==> config.mk <==
export PLATFORM = sky130hd
export DESIGN_NAME = home_dir
export DESIGN_NICKNAME = d
export VERILOG_FILES = /design/src/rtl/hd_pkg.sv /design/src/rtl/hd_dir_store.sv /design/src/rtl/hd_sharer_pick.sv /design/src/rtl/hd_ack_relay.sv /design/src/rtl/home_dir.sv
export SDC_FILE = /design/constraint.sdc
export NUM_CORES = 1
export LEC_CHECK = 0
export ABC_AREA = 0
export ABC_CLOCK_PERIOD_IN_PS = 3800
export BUFFER_PORTS_ARGS = -buffer_cell sky130_fd_sc_hd__buf_2
export CAP_MARGIN = 20
export CELL_PAD_IN_SITES_DETAIL_PLACEMENT = 1
export CELL_PAD_IN_SITES_GLOBAL_PLACEMENT = 1
export CORE_AREA = 2 2 109 111
export CTS_BUF_LIST = sky130_fd_sc_hd__clkbuf_2
export DETAILED_ROUTE_END_ITERATION = 8
export DIE_AREA = 0 0 111 113
export PLACE_DENSITY_LB_ADDON = 0.2
export SYNTH_ARGS = -nofsm -noshare
export SYNTH_HDL_FRONTEND = slang
export SYNTH_SLANG_ARGS = --single-unit
==> constraint.sdc <==
create_clock -name clk -period 3.8 [get_ports clk]
set_input_delay 0.19 -clock clk [delete_from_list [all_inputs] [get_ports clk]]
set_output_delay 0.19 -clock clk [all_outputs]
set_load 0.02 [all_outputs]
==> src/rtl/hd_pkg.sv <==
package hd_pkg;

    typedef enum logic [1:0] {
        BLK_UNCACHED = 2'd0,
        BLK_SHARED   = 2'd1,
        BLK_DIRTY    = 2'd2
    } blk_state_e;

    typedef enum logic [2:0] {
        ST_IDLE    = 3'd0,
        ST_LOOKUP  = 3'd1,
        ST_INVAL   = 3'd2,
        ST_FORWARD = 3'd3,
        ST_REPLY   = 3'd4
    } ctl_state_e;

endpackage

==> src/rtl/hd_dir_store.sv <==
module hd_dir_store
    import hd_pkg::*;
#(
    parameter int NODES  = 4,
    parameter int BLOCKS = 8,
    localparam int NODE_W = $clog2(NODES),
    localparam int ADDR_W = $clog2(BLOCKS)
) (
    input  logic              clk,
    input  logic              rst_n,
    input  logic [ADDR_W-1:0] rd_addr,
    output blk_state_e        rd_state,
    output logic [NODE_W-1:0] rd_owner,
    output logic [NODES-1:0]  rd_sharers,
    input  logic              wr_en,
    input  logic [ADDR_W-1:0] wr_addr,
    input  blk_state_e        wr_state,
    input  logic [NODE_W-1:0] wr_owner,
    input  logic [NODES-1:0]  wr_sharers
);

    blk_state_e        st_q  [BLOCKS];
    logic [NODE_W-1:0] own_q [BLOCKS];
    logic [NODES-1:0]  sh_q  [BLOCKS];

    always_ff @(posedge clk or negedge rst_n) begin
        if (!rst_n) begin
            for (int b = 0; b < BLOCKS; b++) begin
                st_q[b]  <= BLK_UNCACHED;
                own_q[b] <= '0;
                sh_q[b]  <= '0;
            end
        end else if (wr_en) begin
            st_q[wr_addr]  <= wr_state;
            own_q[wr_addr] <= wr_owner;
            sh_q[wr_addr]  <= wr_sharers;
        end
    end

    assign rd_state   = st_q[rd_addr];
    assign rd_owner   = own_q[rd_addr];
    assign rd_sharers = sh_q[rd_addr];

endmodule

==> src/rtl/hd_sharer_pick.sv <==
module hd_sharer_pick #(
    parameter int NODES = 4,
    localparam int NODE_W = $clog2(NODES)
) (
    input  logic [NODES-1:0]  pend,
    output logic [NODE_W-1:0] idx,
    output logic [NODES-1:0]  onehot
);

    always_comb begin
        idx    = '0;
        onehot = '0;
        for (int i = NODES - 1; i >= 0; i--) begin
            if (pend[i]) begin
                idx    = NODE_W'(i);
                onehot = NODES'(1) << i;
            end
        end
    end

endmodule

==> src/rtl/hd_ack_relay.sv <==
module hd_ack_relay #(
    parameter int W = 8
) (
    input  logic         clk,
    input  logic         rst_n,
    input  logic         in_valid,
    output logic         in_ready,
    input  logic [W-1:0] in_data,
    output logic         out_valid,
    input  logic         out_ready,
    output logic [W-1:0] out_data
);

    logic         full_q;
    logic [W-1:0] data_q;

    assign in_ready  = !full_q || out_ready;
    assign out_valid = full_q;
    assign out_data  = data_q;

    always_ff @(posedge clk or negedge rst_n) begin
        if (!rst_n) begin
            full_q <= 1'b0;
            data_q <= '0;
        end else if (in_valid && in_ready) begin
            full_q <= 1'b1;
            data_q <= in_data;
        end else if (out_ready) begin
            full_q <= 1'b0;
        end
    end

endmodule

==> src/rtl/home_dir.sv <==
module home_dir
    import hd_pkg::*;
#(
    parameter int NODES  = 4,
    parameter int BLOCKS = 8,
    localparam int NODE_W = $clog2(NODES),
    localparam int ADDR_W = $clog2(BLOCKS)
) (
    input  logic              clk,
    input  logic              rst_n,
    input  logic              req_valid,
    output logic              req_ready,
    input  logic              req_excl,
    input  logic [NODE_W-1:0] req_node,
    input  logic [ADDR_W-1:0] req_addr,
    output logic              inv_valid,
    input  logic              inv_ready,
    output logic [NODE_W-1:0] inv_node,
    output logic [NODE_W-1:0] inv_orig,
    output logic [ADDR_W-1:0] inv_addr,
    output logic              fwd_valid,
    input  logic              fwd_ready,
    output logic [NODE_W-1:0] fwd_owner,
    output logic [NODE_W-1:0] fwd_orig,
    output logic [ADDR_W-1:0] fwd_addr,
    output logic              rsp_valid,
    input  logic              rsp_ready,
    output logic [NODE_W-1:0] rsp_node,
    output logic [ADDR_W-1:0] rsp_addr,
    output logic              rsp_excl,
    output logic [NODE_W-1:0] rsp_acks,
    input  logic              ack_in_valid,
    output logic              ack_in_ready,
    input  logic [NODE_W-1:0] ack_in_dest,
    input  logic [ADDR_W-1:0] ack_in_addr,
    output logic              ack_out_valid,
    input  logic              ack_out_ready,
    output logic [NODE_W-1:0] ack_out_dest,
    output logic [ADDR_W-1:0] ack_out_addr
);

    localparam int ACK_W = NODE_W + ADDR_W;

    ctl_state_e        state_q, state_d;
    logic              excl_q;
    logic [NODE_W-1:0] node_q;
    logic [ADDR_W-1:0] addr_q;
    logic [NODES-1:0]  pend_q, pend_d;
    logic [NODE_W-1:0] cnt_q, cnt_d;
    logic [NODE_W-1:0] owner_q;

    blk_state_e        rd_state;
    logic [NODE_W-1:0] rd_owner;
    logic [NODES-1:0]  rd_sharers;
    logic              dir_we;
    blk_state_e        wr_state;
    logic [NODE_W-1:0] wr_owner;
    logic [NODES-1:0]  wr_sharers;

    logic [NODE_W-1:0] pick_idx;
    logic [NODES-1:0]  pick_onehot;
    logic [NODES-1:0]  req_bit;
    logic [NODES-1:0]  owner_bit;
    logic [NODES-1:0]  victims;
    logic              owner_hit;

    hd_dir_store #(.NODES(NODES), .BLOCKS(BLOCKS)) u_store (
        .clk        (clk),
        .rst_n      (rst_n),
        .rd_addr    (addr_q),
        .rd_state   (rd_state),
        .rd_owner   (rd_owner),
        .rd_sharers (rd_sharers),
        .wr_en      (dir_we),
        .wr_addr    (addr_q),
        .wr_state   (wr_state),
        .wr_owner   (wr_owner),
        .wr_sharers (wr_sharers)
    );

    hd_sharer_pick #(.NODES(NODES)) u_pick (
        .pend   (pend_q),
        .idx    (pick_idx),
        .onehot (pick_onehot)
    );

    hd_ack_relay #(.W(ACK_W)) u_relay (
        .clk       (clk),
        .rst_n     (rst_n),
        .in_valid  (ack_in_valid),
        .in_ready  (ack_in_ready),
        .in_data   ({ack_in_dest, ack_in_addr}),
        .out_valid (ack_out_valid),
        .out_ready (ack_out_ready),
        .out_data  ({ack_out_dest, ack_out_addr})
    );

    assign req_bit   = NODES'(1) << node_q;
    assign owner_bit = NODES'(1) << rd_owner;
    assign owner_hit = (rd_state == BLK_DIRTY) && (rd_owner == node_q);

    // State and transaction registers
    always_ff @(posedge clk or negedge rst_n) begin
        if (!rst_n) begin
            state_q <= ST_IDLE;
            excl_q  <= 1'b0;
            node_q  <= '0;
            addr_q  <= '0;
            pend_q  <= '0;
            cnt_q   <= '0;
            owner_q <= '0;
        end else begin
            state_q <= state_d;
            pend_q  <= pend_d;
            cnt_q   <= cnt_d;
            if (state_q == ST_IDLE && req_valid) begin
                excl_q <= req_excl;
                node_q <= req_node;
                addr_q <= req_addr;
            end
            if (state_q == ST_LOOKUP) begin
                owner_q <= rd_owner;
            end
        end
    end

    // Next state and directory update
    always_comb begin
        state_d    = state_q;
        pend_d     = pend_q;
        cnt_d      = cnt_q;
        dir_we     = 1'b0;
        wr_state   = rd_state;
        wr_owner   = rd_owner;
        wr_sharers = rd_sharers;
        victims    = '0;
        unique case (state_q)
            ST_IDLE: begin
                if (req_valid) state_d = ST_LOOKUP;
            end
            ST_LOOKUP: begin
                if (owner_hit) begin
                    pend_d  = '0;
                    cnt_d   = '0;
                    state_d = ST_REPLY;
                end else if (!excl_q) begin
                    dir_we   = 1'b1;
                    wr_state = BLK_SHARED;
                    pend_d   = '0;
                    cnt_d    = '0;
                    if (rd_state == BLK_DIRTY) begin
                        wr_sharers = owner_bit | req_bit;
                        state_d    = ST_FORWARD;
                    end else begin
                        wr_sharers = rd_sharers | req_bit;
                        state_d    = ST_REPLY;
                    end
                end else begin
                    if (rd_state == BLK_DIRTY)       victims = owner_bit;
                    else if (rd_state == BLK_SHARED) victims = rd_sharers & ~req_bit;
                    dir_we     = 1'b1;
                    wr_state   = BLK_DIRTY;
                    wr_owner   = node_q;
                    wr_sharers = req_bit;
                    pend_d     = victims;
                    cnt_d      = NODE_W'($countones(victims));
                    state_d    = (victims != '0) ? ST_INVAL : ST_REPLY;
                end
            end
            ST_INVAL: begin
                if (inv_ready) begin
                    pend_d = pend_q & ~pick_onehot;
                    if ((pend_q & ~pick_onehot) == '0) state_d = ST_REPLY;
                end
            end
            ST_FORWARD: begin
                if (fwd_ready) state_d = ST_REPLY;
            end
            ST_REPLY: begin
                if (rsp_ready) state_d = ST_IDLE;
            end
            default: state_d = ST_IDLE;
        endcase
    end

    // Outputs
    always_comb begin
        req_ready = (state_q == ST_IDLE);
        inv_valid = (state_q == ST_INVAL);
        fwd_valid = (state_q == ST_FORWARD);
        rsp_valid = (state_q == ST_REPLY);
        inv_node  = pick_idx;
        inv_orig  = node_q;
        inv_addr  = addr_q;
        fwd_owner = owner_q;
        fwd_orig  = node_q;
        fwd_addr  = addr_q;
        rsp_node  = node_q;
        rsp_addr  = addr_q;
        rsp_excl  = excl_q;
        rsp_acks  = cnt_q;
    end

endmodule

Word-level counts from Yosys, hierarchy flattened
Cells that the tools add are included.

Flip-flop bits (word level): 87. Word-level logic and storage cells: 131. Output and inout port bits: 33. Input port bits: 19.

Shifts and indexed selects: 2. Magnitude comparators: 2. Mux-type cells: 59. Equality and inequality tests: 12. Reduce and logical (&&, ||, !) cells: 13. $add $sub $neg: 3. Bitwise operators: 7.

Operator list (count): 4-bit 2-to-1 mux (19); 2-bit 2-to-1 mux (17); 16-bit bitwise mux (2); 32-bit bitwise mux (1); 3-bit 2-to-1 mux (9); 3-bit one-hot mux with 5 select lines (1); 2-bit binary-select mux with 3-bit select (2); 4-bit binary-select mux with 3-bit select (1); 4-bit demux with 3-bit select (1); 4-bit AND (2); 2-bit by 1-bit != test with 1-bit output (second input constant) (4); 4-bit inverter (2); 4-bit bitwise OR (2); 4-bit one-hot mux with 2 select lines (1); 1-bit by 2-bit << shifter with 4-bit output (first input constant) (2); 2-bit demux with 3-bit select (1); 3-bit by 2-bit == test with 1-bit output (second input constant) (2); 5-bit AND reduction (1); 1-bit by 1-bit adder with 2-bit output (2); 4-bit greater-or-equal comparator (second input constant) (1); 1-bit logical AND (4); 4-bit logical NOT (1); 4-bit by 1-bit < comparator with 1-bit output (second input constant) (1); 1-bit 2-to-1 mux (4); other kinds (14) (15).

Depth between registers and ports, before layout
Depth after elaboration: 15. Mapped depth: 14. Gate-level depth less buffers: 12.

Modules after synthesis
From an unflattened synthesis, not the netlist that was laid out.

Cells, all modules: 347. Area, all modules: 4614.4 µm².

By module, submodules not included: hd_dir_store (cells an instance 172, times used 1, sequential area each 1601.5 µm², area an instance 2992.9 µm²); home_dir (cells an instance 152, times used 1, sequential area each 425.4 µm², area an instance 1303.8 µm²); hd_ack_relay (cells an instance 14, times used 1, sequential area each 150.1 µm², area an instance 257.7 µm²); hd_sharer_pick (cells an instance 9, times used 1, sequential area each 0.0 µm², area an instance 60.1 µm²).

Worst setup path after synthesis
OpenSTA, ideal clock, no wires.

Path kind: reg-to-reg. From: register addr_q[0] (netlist: fwd_addr[0]). To: register cnt_q[1] (netlist: rsp_acks[1]). Clock period less this slack: 3133 ps. Setup time: 83 ps. Cell stages (with the launch flop): 13. Arrival time: 3049 ps. Setup slack: 667 ps. Required time: 3717 ps. Buffers on the path: 1. Cell sequence: dfrtp_1 > buf_6 > mux4_2 > mux2_4 > or2_4 > nor3_1 > a31oi_1 > fa_1 > inv_1 > ha_1 > xnor2_1 > nand3_1 > o21ai_0.

Word-level cells in the longest chain between the ends: 14. Elaborated cells on any way between the ends: 26. Classes of those cells: add/sub (3); eq/ne (3); shift (1); mux (16); bitwise (2); reduce/logical (1).

Ends and longest elaborated chain: start, declared (line home_dir.sv:47) `logic [ADDR_W-1:0] addr_q;`; start signal, assigned (line home_dir.sv:119) `addr_q <= req_addr;`; 3-bit inverter with 4-bit output (implied by the code) (*) (line hd_dir_store.sv:40, hd_dir_store.sv:41, hd_dir_store.sv:42); 2-bit binary-select mux with 3-bit select or 4-bit binary-select mux with 3-bit select (tied branches) (line hd_dir_store.sv:40, hd_dir_store.sv:42); 2-bit 2-to-1 mux (implied by the code) or 4-bit 2-to-1 mux (tied branches) (2 in series) (line hd_dir_store.sv:40, hd_dir_store.sv:42); 2-bit by 1-bit == test with 1-bit output or 4-bit AND (tied branches) (line home_dir.sv:160) `else if (rd_state == BLK_SHARED) victims = rd_sharers & ~req_bit;`; 4-bit 2-to-1 mux (line home_dir.sv:160); 4-bit 2-to-1 mux (line home_dir.sv:159) `if (rd_state == BLK_DIRTY) victims = owner_bit;`; 4-bit 2-to-1 mux (line home_dir.sv:146) `end else if (!excl_q) begin`; 4-bit 2-to-1 mux (line home_dir.sv:142) `if (owner_hit) begin`; 4-bit 2-to-1 mux (line home_dir.sv:137) `unique case (state_q)`; 1-bit by 1-bit adder with 2-bit output (implied by the code) (line home_dir.sv:166) `cnt_d = NODE_W'($countones(victims));`; 2-bit adder (implied by the code) (line home_dir.sv:166); 2-bit 2-to-1 mux (line home_dir.sv:146); 2-bit 2-to-1 mux (*) (line home_dir.sv:142); end signal, assigned (line home_dir.sv:115) `cnt_q <= cnt_d;`; end, declared (line home_dir.sv:49) `logic [NODE_W-1:0] cnt_q, cnt_d;`.

Mark *: on every way between the ends. The rest lies on a longest branch, timed or not. The select of a mux whose other input is x is not followed. A chain may end at the register's enable or synchronous reset.

Final worst setup path
From: register addr_q[1] (netlist: fwd_addr[1]). To: register cnt_q[1] (netlist: rsp_acks[1]).

Same word-level chain as after synthesis.

==> impl_metrics.toml <==
[detailed_routing]
first_pass_iters = 7
routed_wl_um = 11300
drc = 0
num_vias = 3144
wl_per_cell_um = 19.7
postRouteAntennaNets = 0
drtIter0Drc = 112
viasPerCell = 5.47

[synth]
synth_adder_area_share = 0.0123
synth_edf_count = 0
syn_nets = 391
synth_compound_area_frac = 0.0760
synth-simple-area-share = 0.118
yosysWarnings = 0
synth_top_family_by_area = "multiplexers"
async_flop_share = 1.00
syn-instance-count = 369
synth_largest_area_cell = "dfrtp_1"
synth_xor_area_frac = 0.00585
synth.distinct_cells = 55
synthesis.area_sq_um = 4490
synthMuxAreaShare = 0.253
synth_top_area_share = 0.485
ys_ff_latch = 87
synth_area_per_cell_sq_um = 12.2
ys.flop_type = "dfrtp_1"
ys_top_cells_by_area = "dfrtp_1 48%, mux2_2 8.5%, mux4_2 5.0%, mux2_4 4.7%, mux2i_1 3.6%"
synth_seq_area_share = 0.485

[clocking]
cts_tree = "done"
insertion_delay_ns = 0.54
cts.clk_slew.worst_paths_ns = 0.24
cts_root_buffer = "clkbuf_2"
clock-sinks = 87
h-tree-depth = 3
cts_repair_resize_count = 0
cts_buffers = 9
cts_setup_buffers = 0
clockBufferDepth = 2

[worst_setup_path]
crit_fanout = 19
rrSetupSlack_ns = 0.38
critical_path_class = "reg2reg"
arrival_ns = 3.88
r2r_cells = 11
crit_path_start_kind = "flop"
cp-end-kind = "flop"
r2r_start = "fwd_addr[1]$_DFFE_PN0P_"
r2r-end = "rsp_acks[1]$_DFFE_PN0P_"
cp.required_ns = 4.27

[flow_run]
maxCapViolCount = 0

[floorplan]
num_rows = 39
chipHeight_um = 113
die-area_sq_um = 12500
io_pins = 52
core_area_sq_um = 11300
die_w_um = 111
start_util = 0.399

[timing]
tightest_slew_ns = 0.828
max_freq_mhz = 293
rsz0062_at_grt = "no"
fin_skew_ns = 0.0328
min_period_ns = 3.42
hold_viol = 0
slew_viol_final = 0
finalCritPeriodShare = 0.899
setup_violations = 0
maxSlewHeadroom = 0.448
fin_tns_setup_ns = 0

[worst_hold_path]
holdPathStages = 4
worstHoldEndpoint = "u_relay.out_data[2]$_DFFE_PN0P_"
worstHoldStart = "ack_out_ready"
min_path_type = "in2reg"

[cells_and_area]
drive_gt1_frac = 0.333
final_area_sq_um = 5120
antenna_cells = 0
area_growth_pct = 14.1
final_cell_mix = "87 x dfrtp_1, 50 x buf_2, 34 x mux2_2"
final_common_cell = "dfrtp_1"
nNetsFinal = 450

[global_route]
grt_pass1_wl_um = 18200
grtUsageMet1 = 0.241
antenna_found_initial = 0
grt.overflow.total = 0
globalRouteMet3Util = 0.0327
grt.busiest_layer = "met2"
gr-usage-met2 = 0.328
grt_start_max_net_pins = 88
grt_pass1_vias = 3307
grtUsageTotal = 0.189

[placed_design]
hpwl_um = 7890
post_dp_cell_area_sq_um = 4790
gp_congestion = 0.777
port_buffers = 51

[status]
outcome = "finished, final reports clean"

[power]
power_per_cell_area_nw_per_um2 = 895
p_leak_uw = 0.00244
peakVddDrop_v = 0.000402
critical path: stages (launching register included):
cell	delay [ns]
dfrtp_1	0.85
mux4_2	0.41
mux2_4	0.31
or2_4	0.28
nor3_1	0.21
a31oi_1	0.12
fa_1	0.52
inv_1	0.04
ha_1	0.18
xnor2_1	0.15
nand3_1	0.08
o21ai_0	0.19
power by group:
group          internal, uW  switching (uW)
clock                   224             308
combinational          1020            1380
sequential             1290             358
layout make-up:
type / instances / area [sq um]
Multi-Input combinational cell: 241 / 2090
Inverter: 16 / 60.1
Tap cell: 143 / 179
Clock inverter: 3 / 68.8
Fill cell: 1222 / 6150
Clock buffer: 12 / 60.1
Sequential cell: 87 / 2180
Timing Repair Buffer: 73 / 488
synthesized netlist by cell type, types with 2 or more instances:
master    number
nor3_1         8
o22ai_1        6
nor2_1        18
mux2_4        14
buf_6          3
inv_1         16
xor2_1         2
ha_1           2
mux2_1        13
or3_1          2
nand4b_2       2
nor2_4         2
clkbuf_1       6
nor2b_1        2
mux2_2        34
nand4_1        3
nand2_1       29
a21oi_1        9
buf_4         11
a21o_1         2
nand2b_1       7
buf_2          5
a31oi_1        4
mux2i_1       16
o21ai_0       16
and2_1         3
nor4b_1        2
and3_1         4
o21ai_2        2
o21a_1         4
nand3_1        3
mux4_2        10
dfrtp_1       87
per-stage QoR:
stage	setup WS (ns)	std cells	utilization	total power (uW)	hold slack [ns]
final	0.384	575	0.455	4590	0.292
after global placement	0.492	541	0.425	4010	0.394
after detailed placement	0.425	541	0.425	4080	0.405
after floorplan	0.667	369	-	3460	-0.106
after global routing	0.142	575	0.455	4930	0.291
after CTS	0.366	573	0.451	4640	0.249
per-layer routing:
layer | share of wire | up-vias
met5 | 0 | -
met1 | 0.45 | 1627
li1 | - | 1437
met3 | 0.032 | 15
met2 | 0.50 | 65
met4 | 0.020 | 0
registers in the layout, summed over array words and instances, names as in the netlist:
| name | count |
|---|---|
| fwd_addr | 3 |
| fwd_orig | 2 |
| fwd_owner | 2 |
| pend_q | 4 |
| rsp_acks | 2 |
| rsp_excl | 1 |
| state_q | 3 |
| u_relay.out_data | 5 |
| u_relay.out_valid | 1 |
| u_store.own_q | 16 |
| u_store.sh_q | 32 |
| u_store.st_q | 16 |
what timing repair did:
item                                    CTS  global route
endpoints found under the setup margin    0             0
hold buffers                             17             1
hold endpoints to repair                102            11
how the worst max path moves through the flow:
stage / end / cells after the start / slack (ns) / from
after global routing: rsp_acks[1]$_DFFE_PN0P_ / 11 / 0.14 / fwd_addr[1]$_DFFE_PN0P_
final: rsp_acks[1]$_DFFE_PN0P_ / 11 / 0.38 / fwd_addr[1]$_DFFE_PN0P_
after global placement: rsp_acks[1]$_DFFE_PN0P_ / 11 / 0.49 / fwd_addr[1]$_DFFE_PN0P_
after floorplan: rsp_acks[1]$_DFFE_PN0P_ / 12 / 0.67 / fwd_addr[0]$_DFFE_PN0P_
after CTS: rsp_acks[1]$_DFFE_PN0P_ / 11 / 0.37 / fwd_addr[1]$_DFFE_PN0P_
after detailed placement: rsp_acks[1]$_DFFE_PN0P_ / 11 / 0.42 / fwd_addr[1]$_DFFE_PN0P_
cells by family (layout without fill, tap and decap cells):
family,count (synthesis),in the layout
muxes,88,88
DFF,87,87
adders and majority gates,4,4
and+or+nand+nor,94,94
xor gates and xnor gates,3,3
buffers and inverters,41,104
AOI/OAI and AO/OA,52,52
Power figures use the tool's default switching activity.
